[src/rtl/bq_pkg.sv]
package bq_pkg;

  localparam int QUIN_W = 3;
  localparam logic [QUIN_W-1:0] QUIN_LAST = 3'd4;

  typedef enum logic [1:0] {
    FORCE_NONE = 2'd0,
    FORCE_ZERO = 2'd1,
    FORCE_NINE = 2'd2
  } force_e;

  // Next state of the divide-by-five stage; any code past the last wraps to 0.
  function automatic logic [QUIN_W-1:0] quinary_next(input logic [QUIN_W-1:0] cur);
    if (cur >= QUIN_LAST) return '0;
    return cur + 1'b1;
  endfunction

  // Priority decode of the two AND-gated control pairs; nine wins.
  function automatic force_e force_decode(input logic za, input logic zb,
                                          input logic na, input logic nb);
    if (na && nb) return FORCE_NINE;
    if (za && zb) return FORCE_ZERO;
    return FORCE_NONE;
  endfunction

endpackage

[src/rtl/bq_edge_sync.sv]
module bq_edge_sync #(
  parameter int SYNC_STAGES = 2
) (
  input  logic clk,
  input  logic rst_n,
  input  logic sig_in,
  output logic fall_out
);

  localparam int LAST = SYNC_STAGES - 1;

  logic [SYNC_STAGES-1:0] sync_q;
  logic                   hist_q;

  generate
    for (genvar g = 0; g < SYNC_STAGES; g++) begin : g_stage
      if (g == 0) begin : g_first
        always_ff @(posedge clk or negedge rst_n) begin
          if (!rst_n) sync_q[g] <= 1'b0;
          else        sync_q[g] <= sig_in;
        end
      end else begin : g_rest
        always_ff @(posedge clk or negedge rst_n) begin
          if (!rst_n) sync_q[g] <= 1'b0;
          else        sync_q[g] <= sync_q[g-1];
        end
      end
    end
  endgenerate

  always_ff @(posedge clk or negedge rst_n) begin
    if (!rst_n) hist_q <= 1'b0;
    else        hist_q <= sync_q[LAST];
  end

  assign fall_out = hist_q && !sync_q[LAST];

  // a detected fall lasts exactly one system clock
  fall_single_chk: assert property (@(posedge clk) disable iff (!rst_n)
    fall_out |=> !fall_out);

endmodule

[src/rtl/bq_toggle_stage.sv]
module bq_toggle_stage (
  input  logic clk,
  input  logic rst_n,
  input  logic step,
  input  logic force_clr,
  input  logic force_set,
  output logic q
);

  always_ff @(posedge clk or negedge rst_n) begin
    if (!rst_n)         q <= 1'b0;
    else if (force_set) q <= 1'b1;
    else if (force_clr) q <= 1'b0;
    else if (step)      q <= ~q;
  end


  qa_toggle_chk: assert property (@(posedge clk) disable iff (!rst_n)
    (step && !force_set && !force_clr) |=> (q != $past(q)));


  qa_hold_chk: assert property (@(posedge clk) disable iff (!rst_n)
    (!step && !force_set && !force_clr) |=> $stable(q));

endmodule

[src/rtl/bq_quinary_stage.sv]
module bq_quinary_stage
  import bq_pkg::*;
(
  input  logic              clk,
  input  logic              rst_n,
  input  logic              step,
  input  logic              force_clr,
  input  logic              force_set,
  output logic [QUIN_W-1:0] q
);

  always_ff @(posedge clk or negedge rst_n) begin
    if (!rst_n)         q <= '0;
    else if (force_set) q <= QUIN_LAST;
    else if (force_clr) q <= '0;
    else if (step)      q <= quinary_next(q);
  end


  quin_range_chk: assert property (@(posedge clk) disable iff (!rst_n)
    (step && !force_set && !force_clr) |=> (q <= QUIN_LAST));


  quin_wrap_chk: assert property (@(posedge clk) disable iff (!rst_n)
    (step && !force_set && !force_clr && q == QUIN_LAST) |=> (q == '0));


  quin_hold_chk: assert property (@(posedge clk) disable iff (!rst_n)
    (!step && !force_set && !force_clr) |=> $stable(q));

endmodule

[src/rtl/biquinary_counter.sv]
module biquinary_counter
  import bq_pkg::*;
#(
  parameter int SYNC_STAGES = 2
) (
  input  logic       clk,
  input  logic       rst_n,
  input  logic       cnt_a_in,
  input  logic       cnt_b_in,
  input  logic       zero_req_a,
  input  logic       zero_req_b,
  input  logic       nine_req_a,
  input  logic       nine_req_b,
  output logic [3:0] q_out
);

  logic              fall_a, fall_b;
  logic              force_zero, force_nine, force_any;
  logic              step_a, step_b;
  logic              qa;
  logic [QUIN_W-1:0] quin_q;
  force_e            force_sel;

  bq_edge_sync #(.SYNC_STAGES(SYNC_STAGES)) u_sync_a (
    .clk(clk), .rst_n(rst_n), .sig_in(cnt_a_in), .fall_out(fall_a));

  bq_edge_sync #(.SYNC_STAGES(SYNC_STAGES)) u_sync_b (
    .clk(clk), .rst_n(rst_n), .sig_in(cnt_b_in), .fall_out(fall_b));

  always_comb force_sel = force_decode(zero_req_a, zero_req_b, nine_req_a, nine_req_b);

  assign force_nine = (force_sel == FORCE_NINE);
  assign force_zero = (force_sel == FORCE_ZERO);
  assign force_any  = force_nine || force_zero;
  assign step_a     = fall_a && !force_any;
  assign step_b     = fall_b && !force_any;

  bq_toggle_stage u_toggle (
    .clk(clk), .rst_n(rst_n), .step(step_a),
    .force_clr(force_zero), .force_set(force_nine), .q(qa));

  bq_quinary_stage u_quin (
    .clk(clk), .rst_n(rst_n), .step(step_b),
    .force_clr(force_zero), .force_set(force_nine), .q(quin_q));

  assign q_out = {quin_q, qa};


  nine_force_chk: assert property (@(posedge clk) disable iff (!rst_n)
    (nine_req_a && nine_req_b) |=> (q_out == 4'b1001));


  zero_force_chk: assert property (@(posedge clk) disable iff (!rst_n)
    (zero_req_a && zero_req_b && !(nine_req_a && nine_req_b)) |=> (q_out == 4'b0000));


  force_blocks_step_chk: assert property (@(posedge clk) disable iff (!rst_n)
    force_any |-> (!step_a && !step_b));


  reset_zero_chk: assert property (@(posedge clk) !rst_n |-> (q_out == 4'b0000));

endmodule

[config.mk]
export PLATFORM = sky130hd
export DESIGN_NAME = biquinary_counter
export DESIGN_NICKNAME = d
export VERILOG_FILES = /design/src/rtl/bq_pkg.sv /design/src/rtl/bq_edge_sync.sv /design/src/rtl/bq_toggle_stage.sv /design/src/rtl/bq_quinary_stage.sv /design/src/rtl/biquinary_counter.sv
export SDC_FILE = /design/constraint.sdc
export NUM_CORES = 1
export LEC_CHECK = 0
export ABC_AREA = 1
export BUFFER_PORTS_ARGS = -buffer_cell sky130_fd_sc_hd__buf_2
export CAP_MARGIN = 20
export CORE_AREA = 2 2 39 41
export DETAILED_ROUTE_END_ITERATION = 7
export DIE_AREA = 0 0 41 43
export PLACE_DENSITY = 0.54
export RECOVER_POWER = 100
export SYNTH_ARGS = -nofsm -noshare
export SYNTH_HDL_FRONTEND = slang
export SYNTH_HIERARCHICAL = 1
export SYNTH_SLANG_ARGS = --single-unit
[constraint.sdc]
create_clock -name clk -period 1.4 [get_ports clk]
set_input_delay 0.28 -clock clk [delete_from_list [all_inputs] [get_ports clk]]
set_output_delay 0.28 -clock clk [all_outputs]
set_load 0.01 [all_outputs]
==> results.md <==
- The run finished with clean final reports.
- After legalization and detailed placement, the total HPWL measured 542.2 microns.
- The area growth from synthesis to layout is 21.37%.
- The total setup violations reported at the end of the flow is 0.
- The summed area of non-filler cells in the final layout is ~550 sq um.
- The final layout net count is just under 80.
- The number of levels the H-tree was split into is 1.
- On the critical path, the stage with the largest delay is an instance of dfrtp_1.
- The post-CTS setup repair buffer count is 0.
- The number of endpoints with negative hold slack in the final report is 0.
- In this run the power density over the cells is 1180 nW/um^2.
- The tree is rooted in a clkbuf_4.
- After layout, the worst path uses 80.96% of the clock period.
- The die covers 1763 sq um.
- For this run, the slowest stage of the critical path takes 0.38 ns.
- The TritonCTS clock tree is built.
- The number of buffers added by the clock tree synthesis step is 3.
- The min-delay analysis places its worst path in the category in2reg.
- The number of rows in the core area is 14.
- For this configuration, the core starts out at a cell density of 33.00%.
- In this run, synthesis produced a sequential element count of 10.
- Gates resized during post-CTS repair numbered 0.
- In the layout the commonest cells are 15 x inv_1, 10 x dfrtp_1, 9 x nand2_1, 9 x nor2_1, 6 x buf_2.
- Entering global routing, the biggest net connects 11 pins.
- The worst hold path begins at cnt_a_in.
- The number of global-route vias before repair is 275.
- In the routed design, unresolved DRC markers number 0.
- Cells fill 40.05% of the core in the end.
- Once placement finished, the instance area stood at between 500 and 600 sq um.
- In this run the worst setup path begins at u_sync_b/sync_q[1].
- The number of inserted filler cells in the final layout is 150.
- The time the worst path needs with I/O delays and setup is 1.133 ns.
- Summing all multi-input logic gate instances after layout gives 132.6 sq um.
- After layout, the design draws a total of 0.6542 mW.
- Max-cap violations in this run came to 0.
- The die is roughly 43 microns tall.
- The worst setup path is captured at a flop.
- The number of nets handed over by synthesis was 63.
- The per-cell via count in the routed design is 3.952.
- After synthesis, the netlist uses 13 different library cells.
- Data on the critical path is required at its endpoint by between 1.5 and 2 ns.
- The worst reg2reg path startpoint is u_sync_b/sync_q[1].
- The worst-skew pair later-pin latency is 0.26 ns.
- Of all nets on the critical path, the largest fanout is 3.
- At the end of routability-driven placement, the weighted congestion stood at 0.6871.
- The residual antenna-violating net count after detailed routing is 0.
- For this block, the initial DRC count from the detailed router was 1.
- In the final layout, the share of cells above drive strength 1 is roughly 18%.
- Global routing finished with a remaining overflow of 0.
- In this run the tightest slew margin relative to its limit is 65.24%.
- Registers take 250.2 sq um.
- Setup repair after global routing left no endpoint under its margin.
- The highest clock rate is just under 900 MHz.
- The critical path goes through nor2_2 -> inv_1 -> nor2_1 -> inv_1 -> nor2_1 -> nand2_1 -> nand3_1.
- The post-synthesis sequential area ratio is 54.79%.
- The post-route worst hold slack is 0.1255 ns.
- The first TritonRoute pass finished after 2 iterations.
- The number of antenna violations at the first check in global routing was 0.
- The width of the chip is 41 microns.
- The synthesized area per cell is 8.617 sq um.
- The worst setup path is of the reg2reg kind.
- The area of the mapped netlist is 456.7 sq um.
- Across the routed clock network, the largest skew measured is 0.0004245 ns.
- The core outline area is 1384 sq um.
- STA classifies the critical path startpoint as a flop.
- The number of antenna cells inserted is 0.
- The critical path arrival is about 1.3 ns.
- The static leakage is 0.2980 nW.
- The clock input transition at the sequential cells of the worst setup and hold paths is 0.06 ns.
- The routed via count is 332.
- Synthesis produced a netlist whose cell count is 53.
- The final layout contains routed wiring with a total length of 681 microns.
- The most common cell after layout, fill and taps aside is inv_1.
- The clock net sink count is 10.
- The first-pass GRT wire length is between 1000 and 1500 microns.
- In this run the deepest clock path goes through 2 buffers.
- IR analysis of the VDD net gives a maximum drop of 514.0 uV.
- The number of pins exceeding their max-slew limit in the final report is 0.
- The global-route usage over all layers is under 10%.
- The actual slew at the worst max-slew pin is ~0.52 ns.
- The count of warnings emitted by yosys is 6.
- The boundary pin count is 12.
- The routed length per placed instance is 8.107 microns.
- The aggregate negative setup slack is 0 ns.
- The cts-stage hold buffer count is 1.
- The number of buffer cells added on primary ports is 11.
[metrics by stage]
step	setup slack (ns)	cells
2_1_floorplan	0.3456	53
3_3_place_gp	0.2752	79
3_5_place_dp	0.2898	79
4_1_cts	0.2560	84
5_1_grt	0.1554	84
6_report	0.2666	84
[cell type report]
type,count,share of cell area (%)
Tap cell,16,3.612
Timing Repair Buffer,12,10.61
Clock buffer,4,6.546
Sequential cell,10,45.15
Inverter,15,10.16
Multi-Input combinational cell,27,23.93
[synth_stat cells]
cell type | count | area (sq um)
nand3b_1 | 1 | 7.510
nor2_1 | 7 | 26.28
inv_1 | 14 | 52.55
nor2_2 | 3 | 18.77
a21oi_1 | 1 | 5.000
nand3_1 | 2 | 10.01
ha_1 | 2 | 25.02
inv_2 | 1 | 3.750
buf_4 | 1 | 7.510
dfrtp_1 | 10 | 250.2
o21ai_0 | 1 | 5.000
nor2_4 | 1 | 11.26
nand2_1 | 9 | 33.78
[registers in the layout, summed over array words and instances (netlist names)]
signal,cells
u_sync_b/sync_q,2
u_toggle/q,1
u_sync_a/sync_q,2
u_sync_b/hist_q,1
u_sync_a/hist_q,1
u_quin/q,3
[critical path: cells and delay by family (launching register included)]
kind | cells | cell delay, ns
AND/OR/NAND/NOR | 5 | 0.55
flip-flops | 1 | 0.38
buffers and inverters | 2 | 0.14
[cells by family (layout without fill, tap and decap cells)]
kind of cell,count (synthesis),count (layout),synth area share (%)
flip-flops,10,10,54.79
AND/OR/NAND/NOR,23,23,23.56
buffers and inverters,16,31,13.97
adder cells (fa/ha/maj),2,2,5.479
AO/OA/AOI/OAI,2,2,2.190
[path summary, 6_finish.rpt]
check                                      to  slack [ns]  depth (start not counted)
setup / recovery                  u_quin/q[2]        0.27                          7
hold / removal             u_sync_a/sync_q[0]        0.13                          1
setup reg to reg                  u_quin/q[2]        0.27                          7
hold reg to reg            u_sync_a/sync_q[1]        0.35                          0
max in group asynchronous          u_toggle/q        0.55                          2
min in group asynchronous         u_quin/q[1]        0.50                          2
[layer usage]
metal  part of all wire [%]  vias to the layer above  GRT usage, %  wire length, microns
li1                       -                      180             -                     -
met3                    5.9                        0         1.571                    40
met2                     42                        9         10.94                   287
met5                      0                        -             0                     0
met1                     52                      143         13.70                   353
met4                      0                        0         10.00                     0
[report_power, final]
group	total, mW	switching (mW)	internal, mW
Clock	0.247	0.0893	0.157
Sequential	0.327	0.0156	0.311
Combinational	0.0809	0.0487	0.0322
Power figures use the tool's default switching activity.
